==> src/rtl/prd_pkg.sv <==
package prd_pkg;

    // walker sequencing states
    typedef enum logic [2:0] {
        W_IDLE,
        W_REQ_LO,
        W_WAIT_LO,
        W_REQ_HI,
        W_WAIT_HI,
        W_CHECK,
        W_SEG
    } walk_state_e;

    // register select codes
    typedef enum logic [1:0] {
        SEL_CMD  = 2'd0,
        SEL_STAT = 2'd1,
        SEL_PTR  = 2'd2,
        SEL_NONE = 2'd3
    } csr_sel_e;

    // command byte fields
    localparam int CMD_RUN_BIT   = 0;
    localparam int CMD_TOMEM_BIT = 3;

    // status byte fields
    localparam int ST_ACTIVE = 0;
    localparam int ST_ERROR  = 1;
    localparam int ST_IRQ    = 2;
    localparam int ST_CAP_LO = 5;
    localparam int ST_CAP_HI = 6;

    // control word marker of the final descriptor
    localparam int DESC_LAST_BIT = 31;

    // one-cycle events raised by the walker toward the status register
    typedef struct packed {
        logic finish;    // final segment completed
        logic fault;     // bus error or boundary overrun
        logic misalign;  // launch refused for pointer alignment
    } walk_evt_t;

endpackage

==> src/rtl/prd_desc_chk.sv <==
module prd_desc_chk
    import prd_pkg::*;
#(
    parameter int ADDR_W = 32,
    parameter int CNT_W  = 16
) (
    input  logic [31:0]       ctl_word,
    input  logic [31:0]       adr_word,
    output logic [ADDR_W-1:0] base,
    output logic [CNT_W:0]    bytes,
    output logic              last,
    output logic              overrun
);
    localparam logic [CNT_W:0] SPAN = {1'b1, {CNT_W{1'b0}}};

    logic [CNT_W-1:0] cnt;
    logic [CNT_W:0]   reach;
    logic             unused_rsvd;

    assign cnt         = ctl_word[CNT_W-1:0];
    assign last        = ctl_word[DESC_LAST_BIT];
    assign base        = adr_word[ADDR_W-1:0];
    assign unused_rsvd = ^ctl_word[DESC_LAST_BIT-1:CNT_W];

    // a zero count stands for the whole window
    assign bytes   = (cnt == '0) ? SPAN : {1'b0, cnt};
    assign reach   = {1'b0, base[CNT_W-1:0]} + bytes;
    assign overrun = reach > SPAN;

endmodule

==> src/rtl/prd_seq.sv <==
module prd_seq
    import prd_pkg::*;
#(
    parameter int ADDR_W = 32,
    parameter int CNT_W  = 16
) (
    input  logic              clk,
    input  logic              rst,
    input  logic              launch,
    input  logic              launch_dir,
    input  logic              halt,
    input  logic [ADDR_W-1:0] tbl_ptr,
    output logic              busy,
    output walk_evt_t         evt,
    output logic              mem_req_valid,
    input  logic              mem_req_ready,
    output logic [ADDR_W-1:0] mem_req_addr,
    input  logic              mem_rsp_valid,
    input  logic [31:0]       mem_rsp_data,
    input  logic              mem_rsp_err,
    output logic              seg_valid,
    output logic [ADDR_W-1:0] seg_base,
    output logic [CNT_W:0]    seg_bytes,
    output logic              seg_to_mem,
    input  logic              seg_done
);
    localparam logic [ADDR_W-1:0] WORD_STEP = ADDR_W'(4);
    localparam logic [ADDR_W-1:0] DESC_STEP = ADDR_W'(8);
    localparam logic [CNT_W:0]    SPAN      = {1'b1, {CNT_W{1'b0}}};

    walk_state_e       st_q;
    logic [ADDR_W-1:0] cur_q;
    logic [31:0]       ctl_q;
    logic [31:0]       adr_q;
    logic              dir_q;

    logic [ADDR_W-1:0] d_base;
    logic [CNT_W:0]    d_bytes;
    logic              d_last;
    logic              d_over;
    logic              misaligned;
    logic              rsp_wait;

    prd_desc_chk #(.ADDR_W(ADDR_W), .CNT_W(CNT_W)) u_chk (
        .ctl_word (ctl_q),
        .adr_word (adr_q),
        .base     (d_base),
        .bytes    (d_bytes),
        .last     (d_last),
        .overrun  (d_over)
    );

    assign misaligned = |tbl_ptr[1:0];
    assign rsp_wait   = (st_q == W_WAIT_LO) || (st_q == W_WAIT_HI);

    always_comb begin
        evt.misalign = launch && (st_q == W_IDLE) && misaligned;
        evt.fault    = !halt && ((rsp_wait && mem_rsp_valid && mem_rsp_err) ||
                                 ((st_q == W_CHECK) && d_over));
        evt.finish   = !halt && (st_q == W_SEG) && seg_done && d_last;
    end

    always_ff @(posedge clk) begin
        if (rst) begin
            st_q  <= W_IDLE;
            cur_q <= '0;
            ctl_q <= '0;
            adr_q <= '0;
            dir_q <= 1'b0;
        end else if (halt) begin
            st_q <= W_IDLE;
        end else begin
            unique case (st_q)
                W_IDLE: begin
                    if (launch && !misaligned) begin
                        cur_q <= tbl_ptr;
                        dir_q <= launch_dir;
                        st_q  <= W_REQ_LO;
                    end
                end
                W_REQ_LO: if (mem_req_ready) st_q <= W_WAIT_LO;
                W_WAIT_LO: begin
                    if (mem_rsp_valid) begin
                        if (mem_rsp_err) begin
                            st_q <= W_IDLE;
                        end else begin
                            ctl_q <= mem_rsp_data;
                            st_q  <= W_REQ_HI;
                        end
                    end
                end
                W_REQ_HI: if (mem_req_ready) st_q <= W_WAIT_HI;
                W_WAIT_HI: begin
                    if (mem_rsp_valid) begin
                        if (mem_rsp_err) begin
                            st_q <= W_IDLE;
                        end else begin
                            adr_q <= mem_rsp_data;
                            st_q  <= W_CHECK;
                        end
                    end
                end
                W_CHECK: st_q <= d_over ? W_IDLE : W_SEG;
                W_SEG: begin
                    if (seg_done) begin
                        if (d_last) begin
                            st_q <= W_IDLE;
                        end else begin
                            cur_q <= cur_q + DESC_STEP;
                            st_q  <= W_REQ_LO;
                        end
                    end
                end
                default: st_q <= W_IDLE;
            endcase
        end
    end

    assign busy          = (st_q != W_IDLE);
    assign mem_req_valid = (st_q == W_REQ_LO) || (st_q == W_REQ_HI);
    assign mem_req_addr  = (st_q == W_REQ_HI) ? (cur_q + WORD_STEP) : cur_q;
    assign seg_valid     = (st_q == W_SEG);
    assign seg_base      = d_base;
    assign seg_bytes     = d_bytes;
    assign seg_to_mem    = dir_q;

    // request addresses stay on word boundaries
    assert_req_aligned_R2: assert property (@(posedge clk) disable iff (rst)
        mem_req_valid |-> (mem_req_addr[1:0] == 2'b00));

    // a pending request holds its address until taken
    assert_req_hold_R2: assert property (@(posedge clk) disable iff (rst)
        (mem_req_valid && !mem_req_ready && !halt) |=> (mem_req_valid && $stable(mem_req_addr)));

    // fetch and segment phases never overlap
    assert_phase_excl_R3: assert property (@(posedge clk) disable iff (rst)
        !(mem_req_valid && seg_valid));

    // presented length lies in 1..window
    assert_len_range_R4: assert property (@(posedge clk) disable iff (rst)
        seg_valid |-> ((seg_bytes != '0) && (seg_bytes <= SPAN)));

    // no presented segment leaves its window
    assert_no_overflow_R5: assert property (@(posedge clk) disable iff (rst)
        seg_valid |-> (({1'b0, seg_base[CNT_W-1:0]} + seg_bytes) <= SPAN));

    // a refused launch issues no fetch
    assert_misalign_quiet_R10: assert property (@(posedge clk) disable iff (rst)
        evt.misalign |=> !mem_req_valid);

endmodule

==> src/rtl/prd_csr.sv <==
module prd_csr
    import prd_pkg::*;
#(
    parameter int ADDR_W = 32
) (
    input  logic              clk,
    input  logic              rst,
    input  logic              we,
    input  logic [1:0]        sel,
    input  logic [31:0]       wdata,
    input  logic              busy,
    input  walk_evt_t         evt,
    output logic              launch,
    output logic              launch_dir,
    output logic              halt,
    output logic [7:0]        cmd_q,
    output logic [7:0]        stat_q,
    output logic [ADDR_W-1:0] ptr_q
);
    logic       run_q;
    logic       dir_q;
    logic       err_q;
    logic       irq_q;
    logic [1:0] cap_q;
    logic       wr_cmd;
    logic       wr_stat;
    logic       wr_ptr;

    assign wr_cmd  = we && (sel == SEL_CMD);
    assign wr_stat = we && (sel == SEL_STAT);
    assign wr_ptr  = we && (sel == SEL_PTR);

    assign launch     = wr_cmd && wdata[CMD_RUN_BIT] && !run_q;
    assign launch_dir = wdata[CMD_TOMEM_BIT];
    assign halt       = wr_cmd && !wdata[CMD_RUN_BIT] && run_q;

    always_ff @(posedge clk) begin
        if (rst) begin
            run_q <= 1'b0;
            dir_q <= 1'b0;
            err_q <= 1'b0;
            irq_q <= 1'b0;
            cap_q <= '0;
            ptr_q <= '0;
        end else begin
            if (wr_cmd) begin
                run_q <= wdata[CMD_RUN_BIT];
                dir_q <= wdata[CMD_TOMEM_BIT];
            end
            if (wr_ptr && !busy) ptr_q <= wdata[ADDR_W-1:0];
            if (wr_stat) cap_q <= wdata[ST_CAP_HI:ST_CAP_LO];
            // engine events win over a same-cycle clear
            err_q <= (err_q && !(wr_stat && wdata[ST_ERROR])) || evt.fault || evt.misalign;
            irq_q <= (irq_q && !(wr_stat && wdata[ST_IRQ])) || evt.fault || evt.finish;
        end
    end

    assign cmd_q  = {4'b0000, dir_q, 2'b00, run_q};
    assign stat_q = {1'b0, cap_q, 2'b00, irq_q, err_q, busy};

    // pointer frozen during a run
    assert_ptr_frozen_R12: assert property (@(posedge clk) disable iff (rst)
        (busy && wr_ptr) |=> $stable(ptr_q));

    // a completed table leaves interrupt set and the walker idle
    assert_finish_irq_R6: assert property (@(posedge clk) disable iff (rst)
        evt.finish |=> (irq_q && !busy));

    // a fault leaves both flags set and the walker idle
    assert_fault_flags_R11: assert property (@(posedge clk) disable iff (rst)
        evt.fault |=> (irq_q && err_q && !busy));

    // an abort drops activity on the next cycle
    assert_halt_idle_R8: assert property (@(posedge clk) disable iff (rst)
        halt |=> !busy);

endmodule

==> src/rtl/prd_walker.sv <==
module prd_walker
    import prd_pkg::*;
#(
    parameter int ADDR_W = 32,
    parameter int CNT_W  = 16
) (
    input  logic              clk,
    input  logic              rst,
    input  logic              csr_we,
    input  logic [1:0]        csr_sel,
    input  logic [31:0]       csr_wdata,
    output logic [7:0]        cmd_q,
    output logic [7:0]        stat_q,
    output logic [ADDR_W-1:0] tbl_ptr_q,
    output logic              irq,
    output logic              mem_req_valid,
    input  logic              mem_req_ready,
    output logic [ADDR_W-1:0] mem_req_addr,
    input  logic              mem_rsp_valid,
    input  logic [31:0]       mem_rsp_data,
    input  logic              mem_rsp_err,
    output logic              seg_valid,
    output logic [ADDR_W-1:0] seg_base,
    output logic [CNT_W:0]    seg_bytes,
    output logic              seg_to_mem,
    input  logic              seg_done
);
    logic      launch;
    logic      launch_dir;
    logic      halt;
    logic      busy;
    walk_evt_t evt;

    prd_csr #(.ADDR_W(ADDR_W)) u_csr (
        .clk        (clk),
        .rst        (rst),
        .we         (csr_we),
        .sel        (csr_sel),
        .wdata      (csr_wdata),
        .busy       (busy),
        .evt        (evt),
        .launch     (launch),
        .launch_dir (launch_dir),
        .halt       (halt),
        .cmd_q      (cmd_q),
        .stat_q     (stat_q),
        .ptr_q      (tbl_ptr_q)
    );

    prd_seq #(.ADDR_W(ADDR_W), .CNT_W(CNT_W)) u_seq (
        .clk           (clk),
        .rst           (rst),
        .launch        (launch),
        .launch_dir    (launch_dir),
        .halt          (halt),
        .tbl_ptr       (tbl_ptr_q),
        .busy          (busy),
        .evt           (evt),
        .mem_req_valid (mem_req_valid),
        .mem_req_ready (mem_req_ready),
        .mem_req_addr  (mem_req_addr),
        .mem_rsp_valid (mem_rsp_valid),
        .mem_rsp_data  (mem_rsp_data),
        .mem_rsp_err   (mem_rsp_err),
        .seg_valid     (seg_valid),
        .seg_base      (seg_base),
        .seg_bytes     (seg_bytes),
        .seg_to_mem    (seg_to_mem),
        .seg_done      (seg_done)
    );

    assign irq = stat_q[ST_IRQ];

endmodule

==> config.mk <==
export PLATFORM = sky130hd
export DESIGN_NAME = prd_walker
export DESIGN_NICKNAME = d
export VERILOG_FILES = /design/src/rtl/prd_pkg.sv /design/src/rtl/prd_desc_chk.sv /design/src/rtl/prd_seq.sv /design/src/rtl/prd_csr.sv /design/src/rtl/prd_walker.sv
export SDC_FILE = /design/constraint.sdc
export NUM_CORES = 1
export LEC_CHECK = 0
export BUFFER_PORTS_ARGS = -buffer_cell sky130_fd_sc_hd__buf_4
export CAP_MARGIN = 20
export CORE_ASPECT_RATIO = 0.8
export CORE_MARGIN = 1
export CORE_UTILIZATION = 50
export DETAILED_ROUTE_END_ITERATION = 6
export PLACE_DENSITY = 0.78
export SLEW_MARGIN = 20
export SYNTH_ARGS = -nofsm -noshare
export SYNTH_HDL_FRONTEND = slang
export SYNTH_SLANG_ARGS = --single-unit
==> constraint.sdc <==
create_clock -name clk -period 5.4 [get_ports clk]
set_input_delay 0 -clock clk [delete_from_list [all_inputs] [get_ports clk]]
set_output_delay 0 -clock clk [all_outputs]
set_load 0.02 [all_outputs]
==> run metrics, run 1 <==
Post-synth EDFFs 0; design area 9810 um2; RR Endpoint u_seq.cur_q[31]; clk_skew 0.00958 ns; Port Buffers 196; total power 2.66 mW; Setup crit end kind register; via count 7,717; root buf cell clkbuf_16; Worst Hold Class in -> reg; Area growth syn-to-layout 39.3%; H-tree Lvls 4; Tmin final 3.73 ns; global-route wire length before repair 35,400 um; Starting DRT DRC Count 595; Async SR Flop Fraction 0%; Synth Warn # 0; Worst Reg-to-Reg Cells 9; CTS tree built; total core area 13,600 um2; hold slack 0.0307 ns; post-layout util 71.9%; TritonCTS Sinks 123; post-route clock period utilization 69.0%; Tot GR Track Use 30.7%; Clock Pin Slew Worst Setup and Hold Paths 0.06 ns; most frequent cells in the layout buf_4, nand2_1, dfxtp_1, a21oi_1, nor2_1; Overflow after GRT 0; Top Ports 206; # DRC 0; Max Fanout on Critical Path 56; antenna viol nets, final 0; Max VDD drop 232 uV; Nets 1,262; Die W 135 um; CTS max path bufs 2; CP Launch Point u_seq.st_q[2]; routability cong. 0.945; final wirelength 22,500 um; CTS resizes 0; worst path required time 5.67 ns; RSZ-0062 raised after global routing false; share of cells above drive strength 1 21.2%; pin slew with the least headroom to its limit 1.01 ns; Yosys cell types 67; Area contributors post-synth dfxtp_1, nand2_1, a21oi_1; Seq/Total Area, Yosys 35.0%; Final setup viols 0; setup_tns 0 ns; vias in the first global route 7,009; Yosys top cell area share 35.0%; synthesized area 7040 um2; status complete, no violations; Top FF cell, synth dfxtp_1; Post-CTS Setup Inserts 0; maximum achievable frequency 0.268 GHz; clk_lat worst skew 0.41 ns; Reg area 2460 um2; Antenna diodes 0; pre-CTS WS 1.74 ns; fillcell total 1,081; max_slew headroom 32.3%; syn avg cell area 7.30 um2; largest area contributor in the netlist dfxtp_1; placed insts 1,256; Die ar. 14,600 um2; crit path DAT 4.00 ns; largest net degree at the start of global routing 75; endpoints failing hold 0; PwrDens 271 nW/um2; kind of critical path reg -> reg; Mapped Cells 965; DR vias/cell 5.67; fin. max-slew vios 0; initial antenna violation count 0; initial core utilization 51.6%; non-filler cells in the finished layout 1,362; area of the multi-input gates 4130 um2; die height 108 um; clock buffer count from CTS 17; MaxCap Viol Count 0; r2r startpoint u_seq.st_q[2]; Leakage 4.14 nW; nature of the critical path startpoint register; drt first pass iters 5; crit path to u_seq.cur_q[31]; commonest non-fill, non-tap cell in the layout buf_4; Worst Slack Setup Final 1.67 ns; Detail Placement HPWL 15,100 um; DP Area 8390 um2; wire length per cell 16.5 um; # rows 38; synthesized flop and latch total 123; R2R setup slack 1.67 ns
## worst max-delay path, stage by stage, from the launching register on
cell and delay [ns]:
dfxtp_1 0.53, inv_2 0.09, nor2_1 0.20, nand2_2 0.60, inv_2 0.74, a21oi_1 0.20
or3_1 0.75, a21o_1 0.29, a22oi_1 0.13, nor2_1 0.05
## sequential cells by signal (all words and copies together) (netlist names)
| name | cells |
|---|---|
| u_csr.ptr_q | 32 |
| u_seq.adr_q | 32 |
| u_seq.cur_q | 32 |
| u_seq.ctl_q | 17 |
| u_seq.st_q | 3 |
| u_csr.cap_q | 2 |
| u_csr.dir_q | 1 |
| u_csr.err_q | 1 |
| u_csr.irq_q | 1 |
| u_csr.run_q | 1 |
| u_seq.seg_to_mem | 1 |
## layout make-up
| type | instances | area share (%) |
|---|---|---|
| Clock inverter | 13 | 2.45 |
| Timing Repair Buffer | 276 | 23.0 |
| Multi-Input combinational cell | 735 | 42.1 |
| Inverter | 17 | 0.650 |
| Tap cell | 180 | 2.29 |
| Sequential cell | 123 | 25.1 |
| Clock buffer | 18 | 4.37 |
## power by group
| part | internal (mW) | switching [mW] | total [mW] |
|---|---|---|---|
| registers | 0.938 | 0.0420 | 0.980 |
| logic | 0.168 | 0.197 | 0.366 |
| clock network | 0.870 | 0.444 | 1.31 |
| total | 1.98 | 0.683 | 2.66 |
## logic make-up (layout without fill, tap and decap cells)
group / after synthesis / count (layout) / synth area share, %
and+or+nand+nor: 421 / 421 / 27.2
AOI/OAI and AO/OA: 225 / 225 / 19.1
DFF: 123 / 123 / 35.0
buffers and inverters: 115 / 324 / 7.09
xor gates and xnor gates: 33 / 33 / 4.10
muxes: 28 / 28 / 4.01
adders and majority gates: 19 / 19 / 3.48
other: 1 / 9 / 0.0532
## cells in the mapped netlist (17+ instances only)
master / number
nand3_1: 21
a21oi_1: 118
o21ai_0: 28
nand2_1: 188
nor2_1: 96
nand4_1: 19
ha_1: 18
dfxtp_1: 123
clkbuf_1: 76
nor3_1: 25
xor2_1: 17
mux2i_1: 26
## how the worst min path moves through the flow
stage                          start              end  slack, ns  depth (start not counted)
finish                      seg_done      u_csr.irq_q       0.03                          3
global route                seg_done      u_csr.irq_q       0.02                          3
CTS                         seg_done      u_csr.irq_q       0.02                          3
detailed placement  mem_rsp_data[14]  u_seq.ctl_q[14]       0.25                          3
global placement    mem_rsp_data[13]  u_seq.ctl_q[13]       0.24                          3
floorplan              csr_wdata[14]  u_csr.ptr_q[14]       0.14                          2
## timing repair
item,CTS,global route
endpoints found under the setup margin,0,0
endpoints found under the hold margin,87,0
hold buffers,75,0
## layer usage
layer	vias up	track usage (%)	part of all wire (%)
li1	3735	-	-
met1	3595	43.4	46
met2	341	47.2	44
met3	46	5.95	7.9
met4	0	8.59	1.7
met5	-	0	0
Note: power is estimated with default switching activity, not from simulation.
==> run 2, diff against run 1 <==
- CORE_UTILIZATION: 50 -> 48
- clock period: 5.4 -> 3.05 ns (I/O delays scaled with it)
==> run 2 against run 1 <==
Net effect:
- die area is 4.1% higher
- core utilization fell by 1.6 points
- critical path depth unchanged
- critical endpoint is now u_csr.irq_q
- count of clock-buffer cells in the layout is the same
- largest power group unchanged
- final cell count is 2.0% higher
==> run metrics, run 2 (synthesis gave the netlist of run 1 again) <==
kind of critical path reg -> reg; vias in the first global route 7,240; Overflow after GRT 0; crit path DAT 3.18 ns; Tot GR Track Use 31.4%; Worst Reg-to-Reg Cells 9; Top Ports 206; Clock Pin Slew Worst Setup and Hold Paths 0.05 ns; clk_lat worst skew 0.42 ns; Max VDD drop 419 uV; fin. max-slew vios 0; largest net degree at the start of global routing 86; Area growth syn-to-layout 42.8%; # rows 39; routability cong. 0.968; post-route clock period utilization 96.4%; Reg area 2470 um2; Setup crit end kind register; share of cells above drive strength 1 24.6%; nature of the critical path startpoint register; CTS max path bufs 2; fillcell total 1,103; RSZ-0062 raised after global routing true; TritonCTS Sinks 123; pin slew with the least headroom to its limit 0.958 ns; clock buffer count from CTS 17; H-tree Lvls 4; non-filler cells in the finished layout 1,389; r2r startpoint u_seq.ctl_q[0]; placed insts 1,288; PwrDens 463 nW/um2; CTS tree built; initial core utilization 49.3%; Leakage 4.28 nW; Worst Hold Class in -> reg; Max Fanout on Critical Path 3; global-route wire length before repair 36,700 um; DR vias/cell 5.69; worst path required time 3.29 ns; # DRC 0; MaxCap Viol Count 0; total core area 14,300 um2; Worst Slack Setup Final 0.109 ns; Die ar. 15,200 um2; final wirelength 23,500 um; via count 7,909; pre-CTS WS -0.0623 ns; status complete, no violations; drt first pass iters 6; Starting DRT DRC Count 728; Port Buffers 196; initial antenna violation count 0; Detail Placement HPWL 15,600 um; area of the multi-input gates 4230 um2; Final setup viols 0; root buf cell clkbuf_16; Nets 1,285; Worst Hold Depth 4; max_slew headroom 36.1%; antenna viol nets, final 0; post-layout util 70.4%; CP Launch Point u_seq.ctl_q[0]; hold path startpoint mem_rsp_valid; Die W 137 um; clk_skew 0.0106 ns; most frequent cells in the layout buf_4, nand2_1, dfxtp_1, a21oi_1, nor2_1; Tmin final 2.94 ns; commonest non-fill, non-tap cell in the layout buf_4; die height 110 um; Antenna diodes 0; endpoints failing hold 0; Top Registers u_csr.ptr_q: 32 flops, u_seq.adr_q: 32 flops, u_seq.cur_q: 32 flops; maximum achievable frequency 0.340 GHz; wire length per cell 16.9 um
[run 2: changes by cell type in the layout (fill, tap and decap cells not counted), moves of 2 or more]
cell	delta
buf_4	+29
ha_1	-3
nor2_1	-2
dlygate4sd3_1	-6
o311ai_1	-2
o311ai_2	+2
nor2_2	+2
dfxtp_2	+4
ha_4	+3
dfxtp_1	-4
[run 2: timing repair]
action,4_1_cts,5_1_grt
endpoints found under the hold margin,88,0
gates resized for setup,7,13
gates cloned,0,0
buffers inserted,1,0
pin swaps,4,6
setup endpoints to repair,3,8
hold buffers,69,0
[run 2: report_power, final]
group,internal [mW],switching (mW),leakage (nW)
clock,1.47,0.776,0.317
sequential,1.66,0.0759,0.996
combinational,0.308,0.358,2.97
total,3.44,1.21,4.28
[run 2: cell type report]
cell class                 count  share of cell area (%)
multi-input combinational    735                    42.0
sequential                   123                    24.5
timing repair buffer         299                    24.0
clock buffer                  18                    4.37
tap                          184                    2.29
clock inverter                13                    2.14
inverter                      17                   0.634
[run 2: stage by stage]
stage	power (mW)	hold slack, ns	area [um2]	TNS (ns)
2_1_floorplan	2.10	0.136	7080	0
3_3_place_gp	2.33	0.242	8610	-0.0232
3_5_place_dp	2.34	0.248	8610	-0.0998
4_1_cts	4.65	0.0263	9990	0
5_1_grt	4.82	0.0588	10100	-0.0140
6_report	4.65	0.0382	10100	0
[run 2: final timing paths]
path	slack [ns]	end
setup / recovery	0.11	u_csr.irq_q
hold / removal	0.04	u_seq.st_q[2]
setup reg to reg	0.11	u_csr.irq_q
hold reg to reg	0.46	u_seq.adr_q[25]
[run 2: worst max-delay path, cell delays in order, from the launching register on]
cell       delay [ns]
dfxtp_1          0.37
ha_4             0.16
fa_2             0.44
nor2_2           0.14
o2111ai_1        0.15
or4_1            0.54
or4_4            0.50
o31ai_4          0.26
or2_1            0.15
a221oi_1         0.07
[run 2: metal layers]
metal | global-route usage, % | vias up | wire (um)
li1 | - | 3775 | -
met1 | 43.4 | 3685 | 11000
met2 | 47.0 | 387 | 10300
met3 | 6.04 | 62 | 1600
met4 | 14.1 | 0 | 640
met5 | 0 | - | 0
